<file path="config.mk">
export PLATFORM = sky130hd
export DESIGN_NAME = osd_code_interp
export DESIGN_NICKNAME = d
export VERILOG_FILES = /design/src/rtl/osd_pkg.sv /design/src/rtl/osd_wr_port.sv /design/src/rtl/osd_blink.sv /design/src/rtl/osd_reader.sv /design/src/rtl/osd_code_interp.sv
export SDC_FILE = /design/constraint.sdc
export NUM_CORES = 1
export LEC_CHECK = 0
export BUFFER_PORTS_ARGS = -buffer_cell sky130_fd_sc_hd__buf_4
export CAP_MARGIN = 30
export CORE_MARGIN = 4
export CORE_UTILIZATION = 50
export CTS_CLUSTER_DIAMETER = 50
export DETAILED_ROUTE_END_ITERATION = 12
export GPL_TIMING_DRIVEN = 1
export PLACE_DENSITY = 0.63
export SYNTH_ARGS = -nofsm -noshare
export SYNTH_HDL_FRONTEND = slang
export SYNTH_SLANG_ARGS = --single-unit
</file>
<file path="constraint.sdc">
create_clock -name clk -period 3.7 [get_ports clk]
set_clock_uncertainty 0.05 [all_clocks]
set_input_delay 0.555 -clock clk [delete_from_list [all_inputs] [get_ports clk]]
set_output_delay 0.555 -clock clk [all_outputs]
set_load 0.05 [all_outputs]
</file>
<file path="src/rtl/osd_pkg.sv">
package osd_pkg;
  localparam int CODE_W = 6;
  localparam int ATTR_W = 4;
  localparam int WORD_W = CODE_W + ATTR_W;
  localparam int FCNT_W = 7;

  localparam logic [CODE_W-1:0] CODE_BREAK = 6'h3E;
  localparam logic [CODE_W-1:0] CODE_BLANK = 6'h3F;

  typedef enum logic [1:0] {
    KIND_CHAR  = 2'd0,
    KIND_BREAK = 2'd1,
    KIND_BLANK = 2'd2
  } kind_e;

  function automatic kind_e classify(input logic [CODE_W-1:0] code);
    if (code == CODE_BLANK)      return KIND_BLANK;
    else if (code == CODE_BREAK) return KIND_BREAK;
    else                         return KIND_CHAR;
  endfunction

  // lit part of the blink cycle: period 16 << rate frames
  function automatic logic blink_phase(input logic [FCNT_W-1:0] fcnt,
                                       input logic [1:0] rate,
                                       input logic [1:0] duty);
    logic [FCNT_W:0] period;
    logic [FCNT_W:0] pos;
    logic [FCNT_W:0] limit;
    period = (FCNT_W+1)'(16) << rate;
    pos    = {1'b0, fcnt} & (period - 1'b1);
    case (duty)
      2'd1:    limit = period >> 2;
      2'd2:    limit = period - (period >> 2);
      default: limit = period >> 1;
    endcase
    return pos < limit;
  endfunction

  function automatic logic [3:0] gap_lines(input logic [1:0] sel);
    return {sel, 2'b00};
  endfunction
endpackage

</file>
<file path="src/rtl/osd_wr_port.sv">
module osd_wr_port #(
  parameter int ADDR_W = 6
) (
  input  logic              clk,
  input  logic              rst_n,
  input  logic              wr_en,
  input  logic              addr_load,
  input  logic [ADDR_W-1:0] addr_in,
  output logic [ADDR_W-1:0] wr_addr,
  output logic [ADDR_W-1:0] wr_target
);
  assign wr_target = addr_load ? addr_in : wr_addr;

  always_ff @(posedge clk or negedge rst_n) begin
    if (!rst_n)       wr_addr <= '0;
    else if (wr_en)   wr_addr <= wr_target + 1'b1;
    else if (addr_load) wr_addr <= addr_in;
  end

  AST_WR_POSTINC: assert property (@(posedge clk) disable iff (!rst_n)
    (wr_en && !addr_load) |=> (wr_addr == ADDR_W'($past(wr_addr) + 1'b1)));
  AST_WR_WRAP: assert property (@(posedge clk) disable iff (!rst_n)
    (wr_en && !addr_load && (&wr_addr)) |=> (wr_addr == '0));
  AST_WR_LOAD: assert property (@(posedge clk) disable iff (!rst_n)
    (addr_load && !wr_en) |=> (wr_addr == $past(addr_in)));
endmodule

</file>
<file path="src/rtl/osd_blink.sv">
module osd_blink
  import osd_pkg::*;
(
  input  logic              clk,
  input  logic              rst_n,
  input  logic              frame_start,
  input  logic [1:0]        rate,
  input  logic [1:0]        duty,
  output logic [FCNT_W-1:0] fcnt,
  output logic              lit
);
  always_ff @(posedge clk or negedge rst_n) begin
    if (!rst_n)           fcnt <= '0;
    else if (frame_start) fcnt <= fcnt + 1'b1;
  end

  assign lit = blink_phase(fcnt, rate, duty);

  AST_FRAME_COUNT: assert property (@(posedge clk) disable iff (!rst_n)
    frame_start |=> (fcnt == FCNT_W'($past(fcnt) + 1'b1)));
  AST_FRAME_HOLD: assert property (@(posedge clk) disable iff (!rst_n)
    !frame_start |=> $stable(fcnt));
endmodule

</file>
<file path="src/rtl/osd_reader.sv">
module osd_reader #(
  parameter int ADDR_W = 6
) (
  input  logic              clk,
  input  logic              rst_n,
  input  logic              frame_start,
  input  logic              step,
  input  logic              end_word,
  output logic [ADDR_W-1:0] ptr,
  output logic              done,
  output logic              take
);
  logic last_slot;

  assign take      = step && !done && !frame_start;
  assign last_slot = (&ptr) || end_word;

  always_ff @(posedge clk or negedge rst_n) begin
    if (!rst_n) begin
      ptr  <= '0;
      done <= 1'b0;
    end else if (frame_start) begin
      ptr  <= '0;
      done <= 1'b0;
    end else if (take) begin
      if (last_slot) done <= 1'b1;
      else           ptr  <= ptr + 1'b1;
    end
  end

  AST_FRAME_RESTART: assert property (@(posedge clk) disable iff (!rst_n)
    frame_start |=> (ptr == '0 && !done));
  AST_DONE_HOLD: assert property (@(posedge clk) disable iff (!rst_n)
    (done && !frame_start) |=> (done && $stable(ptr)));
  AST_STEP_ADV: assert property (@(posedge clk) disable iff (!rst_n)
    (take && !last_slot) |=> (ptr == ADDR_W'($past(ptr) + 1'b1)));
  AST_LAST_STOP: assert property (@(posedge clk) disable iff (!rst_n)
    (take && last_slot) |=> (done && $stable(ptr)));
endmodule

</file>
<file path="src/rtl/osd_code_interp.sv">
module osd_code_interp
  import osd_pkg::*;
#(
  parameter int ADDR_W = 6
) (
  input  logic              clk,
  input  logic              rst_n,
  input  logic              wr_en,
  input  logic              addr_load,
  input  logic [ADDR_W-1:0] addr_in,
  input  logic [9:0]        wr_data,
  input  logic              vsync,
  input  logic              step,
  input  logic [1:0]        blink_rate,
  input  logic [1:0]        blink_duty,
  output logic [ADDR_W-1:0] rd_addr,
  output logic [ADDR_W-1:0] wr_addr,
  output logic [1:0]        code_kind,
  output logic [5:0]        font_idx,
  output logic [2:0]        fg_rgb,
  output logic              blink_lit,
  output logic [2:0]        bg_rgb,
  output logic [1:0]        line_size,
  output logic [3:0]        line_gap,
  output logic              eod
);
  localparam int DEPTH = 1 << ADDR_W;

  logic [WORD_W-1:0] mem [DEPTH];
  logic [ADDR_W-1:0] wr_target;
  logic              vsync_q;
  logic              frame_start;
  logic              take;
  logic              end_word;
  logic [FCNT_W-1:0] fcnt;
  logic [WORD_W-1:0] cur_word;
  logic [CODE_W-1:0] cur_code;
  logic [ATTR_W-1:0] cur_attr;
  kind_e             cur_kind;
  logic              show_fg;

  always_ff @(posedge clk or negedge rst_n) begin
    if (!rst_n) vsync_q <= 1'b0;
    else        vsync_q <= vsync;
  end
  assign frame_start = vsync && !vsync_q;

  osd_wr_port #(.ADDR_W(ADDR_W)) u_wr (
    .clk(clk), .rst_n(rst_n), .wr_en(wr_en), .addr_load(addr_load),
    .addr_in(addr_in), .wr_addr(wr_addr), .wr_target(wr_target)
  );

  always_ff @(posedge clk) begin
    if (wr_en) mem[wr_target] <= wr_data;
  end

  osd_blink u_blink (
    .clk(clk), .rst_n(rst_n), .frame_start(frame_start),
    .rate(blink_rate), .duty(blink_duty), .fcnt(fcnt), .lit(blink_lit)
  );

  assign cur_word = mem[rd_addr];
  assign cur_code = cur_word[WORD_W-1:ATTR_W];
  assign cur_attr = cur_word[ATTR_W-1:0];
  assign cur_kind = classify(cur_code);
  assign end_word = (cur_kind == KIND_BLANK) && cur_attr[0];

  osd_reader #(.ADDR_W(ADDR_W)) u_rd (
    .clk(clk), .rst_n(rst_n), .frame_start(frame_start), .step(step),
    .end_word(end_word), .ptr(rd_addr), .done(eod), .take(take)
  );

  // latched per-line and per-word attributes
  always_ff @(posedge clk or negedge rst_n) begin
    if (!rst_n) begin
      bg_rgb    <= '0;
      line_size <= '0;
      line_gap  <= '0;
    end else if (frame_start) begin
      bg_rgb    <= '0;
      line_size <= '0;
      line_gap  <= '0;
    end else if (take) begin
      if (cur_kind == KIND_BLANK) bg_rgb <= cur_attr[3:1];
      if (cur_kind == KIND_BREAK) begin
        line_size <= cur_attr[3:2];
        line_gap  <= gap_lines(cur_attr[1:0]);
      end
    end
  end

  assign show_fg   = !eod && (cur_kind == KIND_CHAR) && (!cur_attr[0] || blink_lit);
  assign code_kind = cur_kind;
  assign font_idx  = (!eod && cur_kind == KIND_CHAR) ? cur_code : '0;
  assign fg_rgb    = show_fg ? cur_attr[3:1] : 3'b000;

  AST_DARK_AFTER_END: assert property (@(posedge clk) disable iff (!rst_n)
    eod |-> (fg_rgb == 3'b000 && font_idx == '0));
  AST_ATTR_FROZEN: assert property (@(posedge clk) disable iff (!rst_n)
    (eod && !frame_start) |=> ($stable(bg_rgb) && $stable(line_size) && $stable(line_gap)));
  AST_FRAME_CLEAR: assert property (@(posedge clk) disable iff (!rst_n)
    frame_start |=> (bg_rgb == '0 && line_size == '0 && line_gap == '0));
  AST_GAP_STEP4: assert property (@(posedge clk) disable iff (!rst_n)
    line_gap[1:0] == 2'b00);
  AST_BLINK_DARK: assert property (@(posedge clk) disable iff (!rst_n)
    (!blink_lit && cur_kind == KIND_CHAR && cur_attr[0]) |-> (fg_rgb == 3'b000));
endmodule

</file>
==> tab_implementation.tex, run 1 <==
\begin{tabular}{lr}
\hline
Metric & Value \\
\hline
\multicolumn{2}{l}{\textbf{Timing}} \\
Rel. slew slack & 0.475 \\
Setup repair after global routing missed its margin & yes \\
Post-route worst hold slack & 112 ps \\
Hold violation count in the final report & 0 \\
Minimum clock period after layout & 4190 ps \\
Achievable clock frequency & 238 MHz \\
Final Worst Setup Slack & -494 ps \\
Slew at the pin closest to its max-slew limit & 785 ps \\
Max Slew Vio Count & 0 \\
Sum Neg Setup Slack & -4850 ps \\
Setup violators final & 11 \\
Post-route fraction of the period consumed by the critical path & 1.13 \\
\multicolumn{2}{l}{\textbf{Clock tree}} \\
Clock transition time at the flip-flop clock pins of the worst setup and hold paths & 60 ps \\
CTS buffer count & 71 \\
Clk buf depth & 3 \\
Maximum level of the CTS H-tree & 3 \\
Clock tree from TritonCTS & yes \\
Sink Count & 668 \\
Clock root buffer & clkbuf\_16 \\
Skew-Pair Late Insertion Delay & 610 ps \\
\multicolumn{2}{l}{\textbf{Worst setup path}} \\
Worst Setup End Kind & output pin \\
Crit path launch type & register \\
Critical path fanouts, max & 8 \\
Worst reg-to-reg setup slack & 80 ps \\
Worst setup path class & register to output pin \\
R2r endpoint & u\_rd.ptr[4] \\
Depth of the worst register-to-register path & 14 \\
Required time at the endpoint of the critical path & 3090 ps \\
Start of the worst register-to-register path & u\_rd.ptr[0] \\
Data arrival time at the worst-slack endpoint & 3590 ps \\
\multicolumn{2}{l}{\textbf{Global routing}} \\
Largest net degree at the start of global routing & 65 \\
Initial antenna violation count & 0 \\
Via count of the first global-routing pass & 14200 \\
Wire length of the first global-routing pass & 96600 um \\
Aggregate global-route resource usage & 0.235 \\
Total congestion overflow & 0 \\
\multicolumn{2}{l}{\textbf{Route}} \\
Number of nets with antenna violations after detailed routing & 0 \\
Router iterations before antenna repair & 5 \\
Vias after detailed routing & 14000 \\
DR vias/cell & 6.05 \\
Total wire length & 65600 um \\
Per-cell routed wire length & 28.3 um \\
Violation count after the first detailed-routing iteration & 1558 \\
Post-detailed-route DRC marker count & 0 \\
\multicolumn{2}{l}{\textbf{Synth}} \\
Sequential share of the synthesized area & 0.748 \\
Post-synthesis adder-cell area fraction & 0.00752 \\
Synthesis Warnings & 0 \\
Number of flops mapped to enable cells by yosys & 640 \\
Post-synthesis cell type with the largest combined area & edfxtp\_1 \\
Share of flip-flops with an asynchronous set or reset after synthesis & 0.0419 \\
Syn\_area\_per\_cell & 20.4 um2 \\
Area share of xor/xnor cells in the synthesized design & 0.00395 \\
Proportion of netlist area held by the largest area contributor & 0.722 \\
Largest family of logic cells by synthesized area & multiplexers \\
Leading register cell type out of synthesis & edfxtp\_1 \\
Number of storage elements in the synthesis netlist & 668 \\
Yosys cell types & 60 \\
Netlist area before placement & 26600 um2 \\
Simple-gate share of the synthesized area & 0.0390 \\
Gate Count Post-Synth & 1306 \\
Cell types occupying the most area after synthesis & edfxtp\_1 (72\%), mux4\_2 (14\%), dfrtp\_1 (2.6\%) \\
Post-synthesis compound-gate area fraction & 0.0243 \\
Multiplexer share of the synthesized area & 0.160 \\
\multicolumn{2}{l}{\textbf{Pwr}} \\
Total power draw & 0.0197 W \\
Worst VDD drop & 360 uV \\
Ratio of total power to cell area & 610 nW/um2 \\
Standby leakage power & 10.8 nW \\
\multicolumn{2}{l}{\textbf{Floorplanning}} \\
I/O pins & 60 \\
Area of the die & 57000 um2 \\
Core region area & 52700 um2 \\
Initial cell density of the core & 0.505 \\
DIE WIDTH & 239 um \\
Std-Cell Rows & 84 \\
Height of the chip & 239 um \\
\multicolumn{2}{l}{\textbf{Finish}} \\
Area added between synthesis and finish & 21.7\% \\
Fraction of final layout cells sized beyond drive strength 1 & 0.378 \\
Utilization after layout & 0.615 \\
Fin nets & 1612 \\
Final antenna diode count & 0 \\
\multicolumn{2}{l}{\textbf{Placement}} \\
Final GP Congestion & 0.814 \\
DP Wirelength & 39800 um \\
Number of port buffers & 57 \\
Worst setup slack before clock tree synthesis & -322 ps \\
\multicolumn{2}{l}{\textbf{Min path}} \\
Hold Crit Class & input port to register \\
Min-Delay Path Depth & 2 \\
Hold worst-path end & u\_wr.wr\_addr[0] \\
Launch point of the worst hold path & wr\_en \\
\multicolumn{2}{l}{\textbf{Status}} \\
Status & finished, violations left \\
Violations in the final reports & setup timing \\
\multicolumn{2}{l}{\textbf{Flow run}} \\
Max Cap Viol & 0 \\
\hline
\end{tabular}
-- critical path, stage by stage (launching register included) --
cell and delay, ps:
dfrtp_4 530, buf_12 170, buf_12 140, buf_12 140, mux4_2 340, nor2_2 50, o31ai_2 290, buf_4 180
a211oi_4 60, a2111oi_4 460, buf_4 200, a21oi_4 70, o21ai_4 140, nor2b_4 60, buf_6 150
-- synthesized netlist by cell type (4+ instances only) --
library cell,number
edfxtp_1,640
mux4_2,167
nor2_1,101
nand2_1,52
mux2i_1,39
dfrtp_1,28
o22ai_1,20
clkbuf_1,19
buf_2,16
ha_1,16
nor3_1,15
nor2b_1,14
a21oi_1,13
nand3_1,13
buf_6,10
inv_1,10
o21ai_0,9
xnor2_1,9
and2_1,8
buf_4,8
a22oi_1,7
mux2_2,7
o221ai_1,6
a211oi_1,5
nand2b_1,5
nand4_1,5
a31oi_1,4
buf_1,4
nand3b_1,4
nor4_1,4
-- where the power goes --
| group | switching [W] | total, W | internal (W) |
|---|---|---|---|
| sequential | 0.000104 | 0.00855 | 0.00844 |
| combinational | 0.00229 | 0.00431 | 0.00202 |
| clock | 0.00286 | 0.00689 | 0.00402 |
| total | 0.00526 | 0.0197 | 0.0145 |
-- logic make-up (layout without fill, tap and decap cells) --
kind of cell	after synthesis	after routing
other cells	1	2
flops	668	668
simple gates	230	230
compound gates	91	91
xor+xnor	12	12
mux	214	214
buf+inv	74	393
fa+ha+maj	16	16
-- area by class of cell --
type                    count  area [um2]
clock inverters            36         309
well taps                 688         861
fillers                  3695       20300
repair buffers            250        2440
multi-input cells         565        6830
flip-flops and latches    668       19900
clock buffers              93        1950
inverters                  14        55.1
-- per-stage QoR --
stage	std cells	area, um2
floorplan	1307	26800
detailed placement	2138	28900
CTS	2300	32100
finish	2314	32400
global route	2314	32400
global placement	2137	28900
-- state kept, by name, indices dropped and copies added, names as in the netlist --
| register | count |
|---|---|
| bg_rgb | 3 |
| line_gap | 2 |
| line_size | 2 |
| mem | 640 |
| u_blink.fcnt | 7 |
| u_rd.done | 1 |
| u_rd.ptr | 6 |
| u_wr.wr_addr | 6 |
| vsync_q | 1 |
-- repair_timing --
item,CTS,global route
cloned,7,2
pin swaps,24,15
endpoints found under the setup margin,14,13
setup buffers,27,12
resized for setup,101,38
hold buffers,2,0
endpoints found under the hold margin,29,0
-- layer usage --
| layer | up-vias | global-route usage | part of all wire |
|---|---|---|---|
| met5 | - | 0 | 0 |
| met4 | 0 | 0.0681 | 0.025 |
| met3 | 99 | 0.0625 | 0.088 |
| met2 | 586 | 0.353 | 0.46 |
| met1 | 7406 | 0.345 | 0.42 |
| li1 | 5911 | - | - |
-- how the worst max path moves through the flow --
stage | start | to | slack (ps) | cells past startpoint
2_1_floorplan | u_rd.ptr[2] | font_idx[1] | 10 | 9
3_3_place_gp | u_rd.ptr[0] | font_idx[2] | -260 | 12
3_5_place_dp | u_rd.ptr[0] | font_idx[2] | -320 | 12
4_1_cts | u_rd.ptr[0] | fg_rgb[1] | -450 | 9
5_1_grt | u_rd.ptr[0] | fg_rgb[0] | -600 | 13
6_report | u_rd.ptr[0] | fg_rgb[2] | -490 | 14
-- cells in the final DEF (no fill, tap or decap), types with 11 or more instances in the layout --
cell       count
mux4_2       167
dfrtp_1       25
buf_6         25
edfxtp_1     640
buf_12        11
nor2_1        94
clkbuf_16     77
nand3_1       11
buf_4        193
clkinv_1      14
nand2_1       50
ha_1          13
clkbuf_1      17
mux2i_1       35
No activity file was read; power rests on OpenSTA's default activity.
==> run 2, diff against run 1 <==
--- a/config.mk
+++ b/config.mk
@@ -7,6 +7,7 @@
 export LEC_CHECK = 0
 export BUFFER_PORTS_ARGS = -buffer_cell sky130_fd_sc_hd__buf_4
 export CAP_MARGIN = 30
+export CORE_ASPECT_RATIO = 1.2
 export CORE_MARGIN = 4
 export CORE_UTILIZATION = 50
 export CTS_CLUSTER_DIAMETER = 50
==> tab_implementation.tex, run 2 (synthesis results as in run 1) <==
\begin{tabular}{lr}
\hline
Metric & Value \\
\hline
\multicolumn{2}{l}{\textbf{Worst setup path}} \\
Worst Setup End Kind & output pin (unchanged) \\
Start of the worst register-to-register path & u\_rd.ptr[0] (unchanged) \\
Critical path fanouts, max & 11 (was 8) \\
Worst setup path class & register to output pin (unchanged) \\
Worst reg-to-reg setup slack & 190 ps (was 80 ps) \\
Depth of the worst register-to-register path & 12 (was 14) \\
R2r endpoint & u\_rd.ptr[5] (was u\_rd.ptr[4]) \\
Required time at the endpoint of the critical path & 3090 ps (about the same) \\
Data arrival time at the worst-slack endpoint & 3640 ps (was 3590 ps) \\
Crit path launch type & register (unchanged) \\
\multicolumn{2}{l}{\textbf{Floorplanning}} \\
Initial cell density of the core & 0.506 (was 0.505) \\
Area of the die & 57000 um2 (about the same) \\
Height of the chip & 261 um (was 239 um) \\
Std-Cell Rows & 92 (was 84) \\
I/O pins & 60 (unchanged) \\
Core region area & 52600 um2 (was 52700 um2) \\
DIE WIDTH & 219 um (was 239 um) \\
\multicolumn{2}{l}{\textbf{Placement}} \\
Number of port buffers & 57 (unchanged) \\
Placed Area & 29000 um2 (was 28900 um2) \\
DP Wirelength & 41400 um (was 39800 um) \\
Final GP Congestion & 0.878 (was 0.814) \\
\multicolumn{2}{l}{\textbf{Clock tree}} \\
Clock transition time at the flip-flop clock pins of the worst setup and hold paths & 60 ps (about the same) \\
Skew-Pair Late Insertion Delay & 600 ps (was 610 ps) \\
CTS buffer count & 67 (was 71) \\
Sink Count & 668 (unchanged) \\
Maximum level of the CTS H-tree & 3 (unchanged) \\
Clock tree from TritonCTS & yes (unchanged) \\
Clock root buffer & clkbuf\_16 (unchanged) \\
Clk buf depth & 3 (unchanged) \\
\multicolumn{2}{l}{\textbf{Route}} \\
Post-detailed-route DRC marker count & 0 (unchanged) \\
Per-cell routed wire length & 28.1 um (was 28.3 um) \\
Total wire length & 65200 um (was 65600 um) \\
Router iterations before antenna repair & 5 (unchanged) \\
Number of nets with antenna violations after detailed routing & 0 (unchanged) \\
Violation count after the first detailed-routing iteration & 1314 (was 1558) \\
DR vias/cell & 5.98 (was 6.05) \\
Vias after detailed routing & 13900 (was 14000) \\
\multicolumn{2}{l}{\textbf{Timing}} \\
Minimum clock period after layout & 4240 ps (was 4190 ps) \\
Slew at the pin closest to its max-slew limit & 955 ps (was 785 ps) \\
Setup violators final & 11 (unchanged) \\
Final Worst Setup Slack & -544 ps (was -494 ps) \\
Achievable clock frequency & 236 MHz (was 238 MHz) \\
Max Slew Vio Count & 0 (unchanged) \\
Post-route fraction of the period consumed by the critical path & 1.15 (was 1.13) \\
Rel. slew slack & 0.361 (was 0.475) \\
Hold violation count in the final report & 0 (unchanged) \\
Setup repair after global routing missed its margin & yes (unchanged) \\
\multicolumn{2}{l}{\textbf{Min path}} \\
Launch point of the worst hold path & vsync (was wr\_en) \\
Hold worst-path end & vsync\_q (was u\_wr.wr\_addr[0]) \\
Hold Crit Class & input port to register (unchanged) \\
Min-Delay Path Depth & 1 (was 2) \\
\multicolumn{2}{l}{\textbf{Global routing}} \\
Initial antenna violation count & 0 (unchanged) \\
Via count of the first global-routing pass & 14300 (was 14200) \\
Total congestion overflow & 0 (unchanged) \\
Largest net degree at the start of global routing & 65 (unchanged) \\
Aggregate global-route resource usage & 0.232 (was 0.235) \\
Wire length of the first global-routing pass & 95700 um (was 96600 um) \\
\multicolumn{2}{l}{\textbf{Pwr}} \\
Standby leakage power & 10.7 nW (was 10.8 nW) \\
Ratio of total power to cell area & 611 nW/um2 (was 610 nW/um2) \\
Worst VDD drop & 418 uV (was 360 uV) \\
\multicolumn{2}{l}{\textbf{Status}} \\
Violations in the final reports & setup timing (unchanged) \\
Status & finished, violations left (unchanged) \\
\multicolumn{2}{l}{\textbf{Finish}} \\
Area added between synthesis and finish & 20.5\% (was 21.7\%) \\
Register with the most flip-flops & mem (unchanged) \\
Registers with the most flip-flops & mem x640, u\_blink.fcnt x7 (unchanged) \\
Largest register FFs & 640 (unchanged) \\
Leading cell type in the layout, fill and taps excluded & edfxtp\_1 (unchanged) \\
Final antenna diode count & 0 (unchanged) \\
Utilization after layout & 0.610 (was 0.615) \\
Fin nets & 1602 (was 1612) \\
Fraction of final layout cells sized beyond drive strength 1 & 0.363 (was 0.378) \\
Most frequent cells in the layout & edfxtp\_1 (640), buf\_4 (197), mux4\_2 (167) (was edfxtp\_1 (640), buf\_4 (193), mux4\_2 (167)) \\
Post-layout instance area & 32100 um2 (was 32400 um2) \\
\multicolumn{2}{l}{\textbf{Flow run}} \\
Max Cap Viol & 0 (unchanged) \\
\hline
\end{tabular}
[run 2: changes by cell type in the layout (fill, tap and decap cells not counted), sizes merged]
| cell | delta |
|---|---|
| buf | -2 |
| bufbuf | -3 |
| bufinv | +3 |
| clkbuf | -2 |
| clkinv | -7 |
| dlygate4sd3 | -1 |
| inv | -3 |
[run 2: repair_timing]
action / CTS / global route
setup buffers: 14 / 12
endpoints found under the hold margin: 28 / 0
endpoints found under the setup margin: 17 / 12
hold buffers: 1 / 0
pin swaps: 6 / 19
cloned: 1 / 4
resized for setup: 63 / 48
[run 2: metal layers]
layer  up-vias  track usage  part of all wire
li1       5897            -                 -
met1      7291        0.324              0.41
met2       570        0.374              0.49
met3        98       0.0392             0.071
met4         0       0.0883             0.032
met5         -            0                 0
[run 2: through the flow]
step / power [W] / hold slack (ps) / cells / TNS (ps) / setup WS (ps)
global placement: 0.0124 / 427 / 2165 / -6660 / -557
floorplan: 0.0110 / 209 / 1307 / 0 / 13.5
CTS: 0.0195 / 14.1 / 2301 / -6290 / -625
finish: 0.0196 / 34.4 / 2316 / -5440 / -544
global route: 0.0202 / 25.8 / 2316 / -6330 / -610
detailed placement: 0.0124 / 428 / 2165 / -4470 / -450
[run 2: worst max-delay path, stage by stage, from the launching register on]
cell     delay (ps)
dfrtp_4         520
buf_12          180
buf_12          160
buf_12          140
buf_4           120
mux4_2          480
mux4_2          540
mux4_2          560
nor2b_4         160
buf_6           150
[run 2: worst max path at each step]
| stage | start | end | slack, ps |
|---|---|---|---|
| 3_5_place_dp | u_rd.ptr[0] | font_idx[2] | -450 |
| 4_1_cts | u_rd.ptr[0] | font_idx[2] | -630 |
| 6_report | u_rd.ptr[0] | fg_rgb[0] | -540 |
| 2_1_floorplan | u_rd.ptr[2] | font_idx[1] | 10 |
| 5_1_grt | u_rd.ptr[0] | font_idx[4] | -610 |
| 3_3_place_gp | u_rd.ptr[0] | font_idx[2] | -560 |
[run 2: power breakdown]
group	leakage, nW	switching, W	internal [W]
clock network	1.09	0.00274	0.00412
logic	3.45	0.00227	0.00191
registers	6.11	0.000104	0.00844
[run 2: cell type report]
cell class                 count  area [um2]
inverter                      14        56.3
clock buffer                  91        1910
fill                        3751       20500
tap                          705         882
timing repair buffer         244        2240
sequential                   668       19900
multi-input combinational    565        6730
clock inverter                29         325
